### config.mk
export PLATFORM = sky130hd
export DESIGN_NAME = dsm_sinc2_conv
export DESIGN_NICKNAME = d
export VERILOG_FILES = /design/src/rtl/dsm_pkg.sv /design/src/rtl/dsm_bit_source.sv /design/src/rtl/dsm_period_ctr.sv /design/src/rtl/dsm_sinc2_core.sv /design/src/rtl/dsm_round_out.sv /design/src/rtl/dsm_sinc2_conv.sv
export SDC_FILE = /design/constraint.sdc
export NUM_CORES = 1
export LEC_CHECK = 0
export CORE_MARGIN = 2
export CORE_UTILIZATION = 40
export CTS_CLUSTER_SIZE = 10
export DETAILED_ROUTE_END_ITERATION = 7
export SYNTH_ARGS = -nofsm -noshare
export SYNTH_HDL_FRONTEND = slang
export SYNTH_SLANG_ARGS = --single-unit
export TNS_END_PERCENT = 20
### constraint.sdc
create_clock -name clk -period 5 [get_ports clk]
set_input_delay 1 -clock clk [delete_from_list [all_inputs] [get_ports clk]]
set_output_delay 1 -clock clk [all_outputs]
set_load 0.005 [all_outputs]
### src/rtl/dsm_pkg.sv
package dsm_pkg;

   // width of the resolution field inside the running configuration
   localparam int unsigned CFG_BITS_W = 5;

   typedef enum logic {
      SRC_LOCAL  = 1'b0,
      SRC_REMOTE = 1'b1
   } src_e;

   typedef struct packed {
      src_e                  src;
      logic [CFG_BITS_W-1:0] bits;
   } cfg_t;

endpackage

### src/rtl/dsm_bit_source.sv
module dsm_bit_source #(
   parameter int unsigned SYNC_STAGES = 2
) (
   input  logic clk,
   input  logic rst_n,
   input  logic remote,
   input  logic int_bit,
   input  logic ext_clk,
   input  logic ext_dat,
   output logic tick,
   output logic bit_o
);

   logic [SYNC_STAGES-1:0] ck_sh;
   logic [SYNC_STAGES-1:0] dt_sh;
   logic                   ck_prev;
   logic                   ck_rise;

   // synchronizer chain, one flop per stage for clock and data
   for (genvar g = 0; g < SYNC_STAGES; g++) begin : g_sync
      if (g == 0) begin : g_first
         always_ff @(posedge clk) begin
            if (!rst_n) begin
               ck_sh[0] <= 1'b0;
               dt_sh[0] <= 1'b0;
            end else begin
               ck_sh[0] <= ext_clk;
               dt_sh[0] <= ext_dat;
            end
         end
      end else begin : g_next
         always_ff @(posedge clk) begin
            if (!rst_n) begin
               ck_sh[g] <= 1'b0;
               dt_sh[g] <= 1'b0;
            end else begin
               ck_sh[g] <= ck_sh[g-1];
               dt_sh[g] <= dt_sh[g-1];
            end
         end
      end
   end

   always_ff @(posedge clk) begin
      if (!rst_n) ck_prev <= 1'b0;
      else        ck_prev <= ck_sh[SYNC_STAGES-1];
   end

   assign ck_rise = ck_sh[SYNC_STAGES-1] & ~ck_prev;
   assign tick    = remote ? ck_rise : 1'b1;
   assign bit_o   = remote ? dt_sh[SYNC_STAGES-1] : int_bit;

endmodule

### src/rtl/dsm_period_ctr.sv
module dsm_period_ctr #(
   parameter int unsigned CNT_W  = 13,
   parameter int unsigned BITS_W = 5
) (
   input  logic              clk,
   input  logic              rst_n,
   input  logic              clear,
   input  logic              tick,
   input  logic [BITS_W-1:0] bits,
   output logic              decim
);

   logic [CNT_W-1:0] cnt;
   logic [CNT_W-1:0] wrap_mask;

   // period is 2^(bits-1): keep the low bits-1 bits of the count
   assign wrap_mask = ~({CNT_W{1'b1}} << (bits - BITS_W'(1)));
   assign decim     = (cnt == '0);

   always_ff @(posedge clk) begin
      if (!rst_n)     cnt <= '0;
      else if (clear) cnt <= '0;
      else if (tick)  cnt <= (cnt + CNT_W'(1)) & wrap_mask;
   end

   // the count never reaches beyond the running period
   a_r2_count_in_range: assert property (@(posedge clk) disable iff (!rst_n)
      (cnt & ~wrap_mask) == '0)
      else $error("period count outside running period");

endmodule

### src/rtl/dsm_sinc2_core.sv
module dsm_sinc2_core #(
   parameter int unsigned ACC_W = 31,
   parameter int unsigned SH_W  = 5
) (
   input  logic             clk,
   input  logic             rst_n,
   input  logic             clear,
   input  logic             tick,
   input  logic             decim,
   input  logic             bit_i,
   input  logic [SH_W-1:0]  shift_amt,
   output logic             fire,
   output logic [ACC_W-1:0] result
);

   logic [ACC_W-1:0] int_a;
   logic [ACC_W-1:0] int_b;
   logic [ACC_W-1:0] hist;
   logic [ACC_W-1:0] step;

   // input bit pre-scaled so the full-scale result sits at a fixed position
   assign step   = bit_i ? (ACC_W'(1) << shift_amt) : '0;
   assign fire   = tick & decim & ~clear;
   assign result = int_b - hist;

   always_ff @(posedge clk) begin
      if (!rst_n) begin
         int_a <= '0;
         int_b <= '0;
         hist  <= '0;
      end else if (clear) begin
         int_a <= '0;
         int_b <= '0;
         hist  <= '0;
      end else if (tick) begin
         if (decim) begin
            hist  <= int_b;
            int_b <= int_a;
         end else begin
            int_b <= int_b + int_a;
         end
         int_a <= int_a + step;
      end
   end

endmodule

### src/rtl/dsm_round_out.sv
module dsm_round_out #(
   parameter int unsigned ACC_W     = 31,
   parameter int unsigned RND_SHIFT = 14,
   parameter int unsigned OUT_W     = 15
) (
   input  logic             clk,
   input  logic             rst_n,
   input  logic             clear,
   input  logic             fire,
   input  logic [ACC_W-1:0] result,
   output logic [OUT_W-1:0] sample,
   output logic             sample_stb,
   output logic             sample_ok
);

   localparam logic [ACC_W-1:0] HALF_LSB = ACC_W'(1) << (RND_SHIFT - 1);
   localparam int unsigned      HIST_NEED = 2;

   logic [ACC_W-1:0] biased;
   logic [1:0]       seen;

   assign biased = result + HALF_LSB;

   always_ff @(posedge clk) begin
      if (!rst_n) begin
         sample     <= '0;
         sample_stb <= 1'b0;
         sample_ok  <= 1'b0;
         seen       <= '0;
      end else if (clear) begin
         sample_stb <= 1'b0;
         sample_ok  <= 1'b0;
         seen       <= '0;
      end else if (fire) begin
         sample     <= OUT_W'(biased >> RND_SHIFT);
         sample_stb <= 1'b1;
         sample_ok  <= (seen == 2'(HIST_NEED));
         if (seen != 2'(HIST_NEED)) seen <= seen + 2'd1;
      end else begin
         sample_stb <= 1'b0;
      end
   end

   // the presented sample only moves together with a strobe
   a_r5_sample_holds: assert property (@(posedge clk) disable iff (!rst_n)
      !sample_stb |-> $stable(sample))
      else $error("sample changed without strobe");

   // a strobe lasts one clock
   a_r2_strobe_single: assert property (@(posedge clk) disable iff (!rst_n)
      sample_stb |=> !sample_stb)
      else $error("strobe longer than one clock");

   // validity can only appear with a fresh sample
   a_r6_ok_rises_with_strobe: assert property (@(posedge clk) disable iff (!rst_n)
      $rose(sample_ok) |-> sample_stb)
      else $error("valid flag rose without a sample");

endmodule

### src/rtl/dsm_sinc2_conv.sv
module dsm_sinc2_conv
   import dsm_pkg::*;
#(
   parameter int unsigned MIN_BITS    = 7,
   parameter int unsigned MAX_BITS    = 14,
   parameter int unsigned REF_SHIFT   = 16,
   parameter int unsigned ACC_W       = 31,
   parameter int unsigned SYNC_STAGES = 2,
   localparam int unsigned SEL_W      = $clog2(MAX_BITS + 1),
   localparam int unsigned OUT_W      = MAX_BITS + 1
) (
   input  logic             clk,
   input  logic             rst_n,
   input  logic             ext_mode,
   input  logic [SEL_W-1:0] res_sel,
   input  logic             int_bit,
   input  logic             ext_clk,
   input  logic             ext_dat,
   output logic [OUT_W-1:0] sample,
   output logic             sample_stb,
   output logic             sample_ok
);

   localparam int unsigned CNT_W     = MAX_BITS - 1;
   localparam int unsigned SH_W      = $clog2(REF_SHIFT + 1);
   localparam int unsigned RND_SHIFT = REF_SHIFT - 2;

   // elaboration-time parameter checks
   if (MIN_BITS < 2 || MIN_BITS > MAX_BITS) begin : g_bad_range
      $error("MIN_BITS must be at least 2 and not above MAX_BITS");
   end
   if (MAX_BITS > REF_SHIFT) begin : g_bad_shift
      $error("MAX_BITS must not exceed REF_SHIFT");
   end
   if (MAX_BITS + REF_SHIFT - 2 >= ACC_W) begin : g_bad_acc
      $error("ACC_W too narrow for full-scale result");
   end
   if (RND_SHIFT + OUT_W > ACC_W) begin : g_bad_out
      $error("output slice exceeds accumulator");
   end
   if (MAX_BITS >= (1 << CFG_BITS_W)) begin : g_bad_cfg
      $error("resolution field too narrow");
   end
   if (SYNC_STAGES < 2) begin : g_bad_sync
      $error("at least two synchronizer stages required");
   end

   cfg_t            cfg_now;
   cfg_t            cfg_q;
   logic            restart;
   logic            tick;
   logic            bit_s;
   logic            decim;
   logic            fire;
   logic [ACC_W-1:0] result;
   logic [SH_W-1:0]  shift_amt;

   always_comb begin
      cfg_now.src = ext_mode ? SRC_REMOTE : SRC_LOCAL;
      if (res_sel < SEL_W'(MIN_BITS))
         cfg_now.bits = CFG_BITS_W'(MIN_BITS);
      else if (res_sel > SEL_W'(MAX_BITS))
         cfg_now.bits = CFG_BITS_W'(MAX_BITS);
      else
         cfg_now.bits = CFG_BITS_W'(res_sel);
   end

   assign restart = (cfg_now != cfg_q);

   always_ff @(posedge clk) begin
      cfg_q <= cfg_now;
   end

   assign shift_amt = SH_W'(REF_SHIFT) - SH_W'(cfg_q.bits);

   dsm_bit_source #(
      .SYNC_STAGES (SYNC_STAGES)
   ) u_src (
      .clk     (clk),
      .rst_n   (rst_n),
      .remote  (cfg_q.src == SRC_REMOTE),
      .int_bit (int_bit),
      .ext_clk (ext_clk),
      .ext_dat (ext_dat),
      .tick    (tick),
      .bit_o   (bit_s)
   );

   dsm_period_ctr #(
      .CNT_W  (CNT_W),
      .BITS_W (CFG_BITS_W)
   ) u_ctr (
      .clk   (clk),
      .rst_n (rst_n),
      .clear (restart),
      .tick  (tick),
      .bits  (cfg_q.bits),
      .decim (decim)
   );

   dsm_sinc2_core #(
      .ACC_W (ACC_W),
      .SH_W  (SH_W)
   ) u_core (
      .clk       (clk),
      .rst_n     (rst_n),
      .clear     (restart),
      .tick      (tick),
      .decim     (decim),
      .bit_i     (bit_s),
      .shift_amt (shift_amt),
      .fire      (fire),
      .result    (result)
   );

   dsm_round_out #(
      .ACC_W     (ACC_W),
      .RND_SHIFT (RND_SHIFT),
      .OUT_W     (OUT_W)
   ) u_out (
      .clk        (clk),
      .rst_n      (rst_n),
      .clear      (restart),
      .fire       (fire),
      .result     (result),
      .sample     (sample),
      .sample_stb (sample_stb),
      .sample_ok  (sample_ok)
   );

   // a restart leaves the output quiet on the next clock
   a_r7_restart_quiet: assert property (@(posedge clk) disable iff (!rst_n)
      restart |=> (!sample_stb && !sample_ok))
      else $error("output active right after restart");

endmodule

==> reports/results.env, run 1 <==
GRT_ANTENNA_BEFORE_REPAIR=0
SYNTH-XOR-AREA-SHARE=0.0654
FLOORPLAN.IO_PINS=27
VIAS_IN_THE_FIRST_GLOBAL_ROUTE=8261
CTS_ROOT_BUF='sky130_fd_sc_hd__clkbuf_16'
CP-START-KIND='input pin'
CTS_HOLD_BUFFERS=0
BUFFER_PORTS.INSERTED=26
SYNTH-COMPOUND-AREA-SHARE=0.248
DIEAREA_MM2=0.0254
NET_COUNT_SYNTH=1375
VIAS_PER_CELL=5.44
FINAL.FILL_COUNT=2362
SYN_AREA_MM2=0.00965
CLOCK_TREE_FROM_TRITONCTS='yes'
FIRSTDRTPASSITERS=5
TOP_USAGE_LAYER='met2'
PWR_DENSITY_CELL_mW_PER_MM2=250
SLEW_HEADROOM=0.180
WORSTPATHMAXFANOUT=4
IR_DROP_mV=0.204
CP-END-KIND='register'
FP_ROWS=56
GLOBALROUTEOVERFLOWTOTAL=0
POSTSYNTHCELLCOUNT=1243
CRITPATHARRIVALTIME_NS=4.81
DIE_W_UM=159
FIRST_ITER_VIOLATIONS=557
PLACE.GP.CONGESTION=0.879
FINALNETCOUNT=1382
MAX-CLOCK-PATH-BUFFERS=2
POWER_LEAKAGE_nW=4.49
CTS_SETUP_BUFFERS=0
ANT_NETS=0
INITIAL_UTILIZATION=0.410
SYNTH_SEQ_AREA_SHARE=0.268
FMAX_GHz=0.225
CRITPATHREQUIREDTIME_NS=5.36
CLK-INSERTION-DELAY-LATE_NS=0.43
UNREPAIRED_SETUP_ENDPOINTS_AFTER_GLOBAL_ROUTING='false'
YS_ASYNC_SR_FRACTION=0
YOSYS.CELL_TYPES.COUNT=67
LARGEST_FAMILY_OF_LOGIC_CELLS_BY_SYNTHESIZED_AREA='compound AO/OA/AOI/OAI gates'
POST_DR_WIRELENGTH_CELL_UM=15.3
GRTUSAGEMET3=0.0284
PATH_CLK_SLEW_NS=0.06
MAXIMUM_NUMBER_OF_PINS_ON_ONE_NET_BEFORE_GLOBAL_ROUTE_REPAIR=74
TIMING_HOLD_VIOLATIONS_FINAL=0
USE_MET2=0.337
SYNTH_MUX_AREA_FRAC=0.00532
DIE_Y_UM=159
WORST-SLEW-PIN-TRANSITION_NS=1.23
FINAL_LAYOUT_SIZE_SUFFIX_GT1_FRAC=0.0499
GRT_UTIL_MET1=0.254
TIMING.FINAL.SETUP_VIOLATIONS=0
SKEW_NS=0.0160
HPWL_UM=17700
COUNT_OF_FLIP_FLOPS_WITH_A_BUILT_IN_ENABLE_AFTER_SYNTHESIS=0
SYNTH_FLOP_CELL='sky130_fd_sc_hd__dfxtp_1'
YS_WARN_COUNT=0
GRT_USE_TOTAL=0.196
SYNTH-SIMPLE-AREA-SHARE=0.211
SHARE_OF_SYNTHESIZED_CELL_AREA_IN_FULL_ADDER_HALF_ADDER_AND_MAJORITY_CELLS=0.160
NUMCLOCKSINKS=129
CTS.REPAIR.RESIZED=0
TIMING.SETUP.CRITICAL_PATH_CLASS='input pin to register'
DIODES=0
SYNTH.AVG_CELL_AREA_UM2=7.76
DR_TOTAL_VIAS=8601
GRT_FIRST_PASS_WIRELENGTH_UM=41100
DETAIL_ROUTE.DRC_VIOLATIONS=0
CLOCK_TREE.HTREE_LEVEL_COUNT=4
FINAL_PERIOD_MINUS_WORST_SETUP_SLACK_NS=4.45
HP-CLASS='register to register'
MAX_CAP_VIOLATIONS=0
POST-ROUTE-PERIOD-UTIL=0.889
CORE-AREA_MM2=0.0235
YS_SEQ_ELEMENTS=129
TOTALNEGATIVESETUPSLACK_NS=0
TOTAL_POWER_W=0.00273
CTS_INSERTED_BUFFERS=17
POSTROUTEWIRELENGTH_UM=24200
STATUS='completed'
AREA.GROWTH.SYNTH_TO_FINAL_PCT=13.3
DRV_SLEW=0
power by group:
group | switching [W] | internal, W | total [W]
clock network | 0.000531 | 0.000956 | 0.00149
logic | 0.000131 | 0.0000668 | 0.000198
registers | 0.00000855 | 0.00104 | 0.00104
total | 0.000671 | 0.00206 | 0.00273
registers in the layout, indices dropped and copies added, names as in the netlist, 2 cells and up:
register,flops
u_out.seen,2
u_core.int_b,29
u_core.int_a,29
u_out.sample,15
u_ctr.cnt,13
u_src.dt_sh,2
cfg_q,5
u_src.ck_sh,2
u_core.hist,29
cell type report:
cell class | instances | area [µm²] | share of cell area
clock inverter | 15 | 269 | 0.0246
inverter | 56 | 210 | 0.0192
clock buffer | 17 | 425 | 0.0389
sequential | 129 | 2580 | 0.236
timing repair buffer | 41 | 373 | 0.0341
tap | 319 | 399 | 0.0365
multi-input combinational | 1005 | 6670 | 0.610
per-stage QoR:
stage                     hold slack [ns]  utilization  area (µm²)  std cells  worst slack (ns)
after floorplan                     0.412            -        9650       1243             0.822
after global placement              0.415        0.435       10200       1550             0.158
after detailed placement            0.424        0.435       10200       1550             0.146
after CTS                           0.442        0.464       10900       1582             0.581
after global routing                0.456        0.464       10900       1582             0.253
final                               0.440        0.464       10900       1582             0.553
layout by cell type, fill, tap and decap left out, types with 5 or more instances in the layout:
master                            instances
sky130_fd_sc_hd__and2_1                  31
sky130_fd_sc_hd__nor4_1                   9
sky130_fd_sc_hd__buf_4                   15
sky130_fd_sc_hd__nand2_1                184
sky130_fd_sc_hd__nand4_1                  8
sky130_fd_sc_hd__o21a_1                  15
sky130_fd_sc_hd__a311oi_1                 7
sky130_fd_sc_hd__and3_1                  19
sky130_fd_sc_hd__nor3_1                  29
sky130_fd_sc_hd__a21boi_1                 5
sky130_fd_sc_hd__nand3_1                 35
sky130_fd_sc_hd__ha_1                   120
sky130_fd_sc_hd__and4_1                   5
sky130_fd_sc_hd__nor2b_1                  7
sky130_fd_sc_hd__o21ai_0                 45
sky130_fd_sc_hd__nand2b_1                 9
sky130_fd_sc_hd__or3_1                    8
sky130_fd_sc_hd__o21bai_1                 9
sky130_fd_sc_hd__a211oi_1                23
sky130_fd_sc_hd__inv_1                   55
sky130_fd_sc_hd__o21ai_1                 22
sky130_fd_sc_hd__a21oi_1                131
sky130_fd_sc_hd__xor2_1                  32
sky130_fd_sc_hd__nor2_1                  75
sky130_fd_sc_hd__o211ai_1                14
sky130_fd_sc_hd__xnor2_1                 40
sky130_fd_sc_hd__a31oi_1                 10
sky130_fd_sc_hd__clkbuf_16               17
sky130_fd_sc_hd__bufinv_16                6
sky130_fd_sc_hd__a21o_1                  44
sky130_fd_sc_hd__clkdlybuf4s50_1         26
sky130_fd_sc_hd__dfxtp_1                129
cell usage after synthesis (all sizes together), types with 10 or more instances:
library cell  count  area, µm²
nor2             76        285
nand3            35        175
nor3             29        145
nand2           185        694
xor2             32        280
ha              120       1500
a31oi            10       62.6
dfxtp           129       2580
inv              56        210
and2             31        194
xnor2            40        350
a211oi           23        173
o21a             16        120
clkbuf           44        165
o211ai           14        105
a21o             44        330
and3             19        119
a21oi           133        673
o21ai            69        357
kinds of logic (layout without fill, tap and decap cells):
| group | after synthesis | after routing |
|---|---|---|
| muxes | 5 | 5 |
| adders and majority gates | 122 | 122 |
| xor gates and xnor gates | 72 | 72 |
| DFF | 129 | 129 |
| buffers and inverters | 109 | 129 |
| and+or+nand+nor | 435 | 435 |
| AOI/OAI and AO/OA | 371 | 371 |
path summary, 6_finish.rpt:
kind	to	cells past startpoint	start	slack, ns
setup / recovery	u_core.int_a[28]	17	int_bit	0.55
hold / removal	u_src.dt_sh[1]	1	u_src.dt_sh[0]	0.44
setup reg to reg	u_core.int_a[28]	18	cfg_q[1]	0.61
hold reg to reg	u_src.dt_sh[1]	1	u_src.dt_sh[0]	0.44
layer usage:
metal	up-vias	share of wire
met5	-	0
met4	0	0.014
met3	22	0.034
met2	153	0.47
met1	3939	0.49
li1	4487	-
critical path, cell delays in order:
cell and delay [ns]:
sky130_fd_sc_hd__clkdlybuf4s50_1 0.42, sky130_fd_sc_hd__mux2i_1 0.35, sky130_fd_sc_hd__a21oi_1 0.13, sky130_fd_sc_hd__nand2_1 0.13, sky130_fd_sc_hd__nor2_1 0.08, sky130_fd_sc_hd__and2_1 0.18, sky130_fd_sc_hd__ha_1 0.22, sky130_fd_sc_hd__fa_1 0.42
sky130_fd_sc_hd__a211oi_1 0.25, sky130_fd_sc_hd__nor2_1 0.13, sky130_fd_sc_hd__o21ai_4 0.17, sky130_fd_sc_hd__o31ai_2 0.12, sky130_fd_sc_hd__a2111o_1 0.43, sky130_fd_sc_hd__a41oi_2 0.20, sky130_fd_sc_hd__xor2_1 0.10, sky130_fd_sc_hd__or3_1 0.35
sky130_fd_sc_hd__a21oi_2 0.13
Power figures use the tool's default switching activity.
==> run 2, diff against run 1 <==
--- a/config.mk
+++ b/config.mk
@@ -5,7 +5,7 @@
 export SDC_FILE = /design/constraint.sdc
 export NUM_CORES = 1
 export LEC_CHECK = 0
-export CORE_MARGIN = 2
+export CORE_MARGIN = 5
 export CORE_UTILIZATION = 40
 export CTS_CLUSTER_SIZE = 10
 export DETAILED_ROUTE_END_ITERATION = 7
==> run 2 against run 1 <==
Compared with the run above: flip-flop and latch count is the same; combinational power is essentially flat; total power shrank 8.3%; largest power group unchanged.
==> reports/results.env, run 2 (same netlist as run 1, synthesis figures left out) <==
DIODES=0  # unchanged
WORST_PATH_MAX_DELAY_CELL='sky130_fd_sc_hd__dfxtp_1'  # was sky130_fd_sc_hd__a2111o_1
CORE-AREA_MM2=0.0236  # was 0.0235 mm²
INITIAL_UTILIZATION=0.409  # was 0.410
IR_DROP_mV=0.191  # was 0.204 mV
LARGEST_REGISTERS='u_core.hist (29), u_core.int_a (29), u_core.int_b (29)'  # unchanged
POWER_LEAKAGE_nW=4.43  # was 4.49 nW
MAXIMUM_NUMBER_OF_PINS_ON_ONE_NET_BEFORE_GLOBAL_ROUTE_REPAIR=58  # was 74
FLOORPLAN.IO_PINS=27  # unchanged
GRT_ANTENNA_BEFORE_REPAIR=0  # unchanged
STATUS='completed'  # unchanged
TIMING.SETUP.CRITICAL_PATH_CLASS='register to register'  # was input pin to register
MAX_CAP_VIOLATIONS=0  # unchanged
FINAL_PERIOD_MINUS_WORST_SETUP_SLACK_NS=4.43  # was 4.45 ns
FIRST_ITER_VIOLATIONS=491  # was 557
HOLDWS_NS=0.449  # was 0.440 ns
HPWL_UM=17900  # was 17700 µm
FP_ROWS=56  # unchanged
DIE_Y_UM=165  # was 159 µm
DELAY_OF_THE_SLOWEST_CRITICAL_PATH_STAGE_NS=0.50  # was 0.43 ns
TIMING.CRITICAL_PATH.CELLS='inv_1 > ha_1 > inv_1 > ha_1 > inv_1 > nor2_1 > and2_1 > ha_1 > fa_1 > a211oi_1 > nor2_1 > o21ai_4 > o31ai_2 > a2111o_1 > a41oi_2 > xor2_1 > or3_1 > a21oi_2'  # was clkdlybuf4s50_1 > mux2i_1 > a21oi_1 > nand2_1 > nor2_1 > and2_1 > ha_1 > fa_1 > a211oi_1 > nor2_1 > o21ai_4 > o31ai_2 > a2111o_1 > a41oi_2 > xor2_1 > or3_1 > a21oi_2
HP-CLASS='register to register'  # unchanged
TOTALNEGATIVESETUPSLACK_NS=0  # unchanged
CTS_SETUP_BUFFERS=0  # unchanged
CRIT_FAMILY='compound AO/OA/AOI/OAI gates'  # unchanged
DRV_SLEW=0  # unchanged
CTS.REPAIR.RESIZED=0  # unchanged
POST_DR_WIRELENGTH_CELL_UM=15.6  # was 15.3 µm
CTS_INSERTED_BUFFERS=17  # unchanged
CTS_HOLD_BUFFERS=0  # unchanged
SLEW_HEADROOM=0.419  # was 0.180
CLOCK_TREE_FROM_TRITONCTS='yes'  # unchanged
NUMCLOCKSINKS=129  # unchanged
DIE_W_UM=165  # was 159 µm
MULTI_INPUT_AREA_MM2=0.00667  # unchanged
FINAL.FILL_COUNT=2389  # was 2362
CP-END-KIND='register'  # unchanged
BUFFER_PORTS.INSERTED=26  # unchanged
GRT_USE_TOTAL=0.185  # was 0.196
CP-START-KIND='register'  # was input pin
WORST-SLEW-PIN-TRANSITION_NS=0.872  # was 1.23 ns
TIMING_HOLD_VIOLATIONS_FINAL=0  # unchanged
VIAS_PER_CELL=5.47  # was 5.44
DR_TOTAL_VIAS=8657  # was 8601
FIRSTDRTPASSITERS=5  # unchanged
CRIT_BUF_INV=3  # was 1
POSTROUTEWIRELENGTH_UM=24600  # was 24200 µm
PATH_CLK_SLEW_NS=0.06  # about the same
PWR_DENSITY_CELL_mW_PER_MM2=231  # was 250 mW/mm²
CRITPATHREQUIREDTIME_NS=5.37  # was 5.36 ns
CRITPATHARRIVALTIME_NS=4.79  # was 4.81 ns
MAX-CLOCK-PATH-BUFFERS=2  # unchanged
MOST-COMMON-LAYOUT-CELLS='sky130_fd_sc_hd__nand2_1, sky130_fd_sc_hd__a21oi_1, sky130_fd_sc_hd__dfxtp_1'  # unchanged
CLK-INSERTION-DELAY-LATE_NS=0.43  # about the same
TIMING.FINAL.SETUP_VIOLATIONS=0  # unchanged
FINAL_LAYOUT_SIZE_SUFFIX_GT1_FRAC=0.0499  # unchanged
DETAIL_ROUTE.DRC_VIOLATIONS=0  # unchanged
GRT_FIRST_PASS_WIRELENGTH_UM=41100  # about the same
CLOCK_TREE.HTREE_LEVEL_COUNT=4  # unchanged
SKEW_NS=0.0103  # was 0.0160 ns
PLACE.GP.CONGESTION=0.912  # was 0.879
POST-ROUTE-PERIOD-UTIL=0.885  # was 0.889
VIAS_IN_THE_FIRST_GLOBAL_ROUTE=8175  # was 8261
AREA.GROWTH.SYNTH_TO_FINAL_PCT=12.1  # was 13.3%
GLOBALROUTEOVERFLOWTOTAL=0  # unchanged
FMAX_GHz=0.226  # was 0.225 GHz
UNREPAIRED_SETUP_ENDPOINTS_AFTER_GLOBAL_ROUTING='false'  # unchanged
WORSTPATHMAXFANOUT=9  # was 4
FINAL-SEQ-AREA_MM2=0.00258  # unchanged
LAYOUT.CELLS.MOST_COMMON='sky130_fd_sc_hd__nand2_1'  # unchanged
FINALNETCOUNT=1382  # unchanged
DIEAREA_MM2=0.0273  # was 0.0254 mm²
ANT_NETS=0  # unchanged
CTS_ROOT_BUF='sky130_fd_sc_hd__clkbuf_16'  # unchanged
run 2: layout make-up:
| class | instances | share of cell area |
|---|---|---|
| clock inverter | 15 | 0.0147 |
| multi-input combinational | 1005 | 0.616 |
| timing repair buffer | 41 | 0.0345 |
| tap | 319 | 0.0369 |
| sequential | 129 | 0.239 |
| clock buffer | 17 | 0.0393 |
| inverter | 56 | 0.0194 |
run 2: worst paths after layout:
| check | startpoint | end | slack, ns | depth (start not counted) |
|---|---|---|---|---|
| max reg2reg | cfg_q[1] | u_core.int_a[28] | 0.57 | 18 |
| min reg2reg | u_out.sample[2] | u_out.sample[2] | 0.45 | 2 |
| max | cfg_q[1] | u_core.int_a[28] | 0.57 | 18 |
| min | u_out.sample[2] | u_out.sample[2] | 0.45 | 2 |
run 2: worst reg2reg max path, delay by kind of cell (launching register included):
family          cells  cell delay [ns]
buf+inv             3             0.46
xor+xnor            1             0.10
fa+ha+maj           4             1.13
compound gates      6             1.38
simple gates        4             0.78
flops               1             0.50
run 2: per-stage QoR:
step	power (W)	util	setup slack [ns]	instances	cell area [µm²]
final	0.00250	0.458	0.573	1582	10800
after global routing	0.00260	0.458	0.283	1582	10800
after CTS	0.00254	0.458	0.578	1582	10800
after detailed placement	0.00127	0.433	0.176	1550	10200
after global placement	0.00126	0.433	0.210	1550	10200
after floorplan	0.00120	-	0.822	1243	9650
run 2: power breakdown:
| part | switching [W] | total, W | internal [W] | leakage [nW] |
|---|---|---|---|---|
| clock network | 0.000523 | 0.00126 | 0.000738 | 0.280 |
| logic | 0.000131 | 0.000199 | 0.0000674 | 3.11 |
| registers | 0.00000838 | 0.00104 | 0.00104 | 1.04 |
run 2: per-layer routing:
layer  global-route usage  vias to the layer above  wire length (µm)
met2                0.317                      141             11600
met4               0.0465                        0               303
li1                     -                     4478                 -
met1                0.242                     4013             11800
met5                    0                        -                 0
met3               0.0340                       25               929
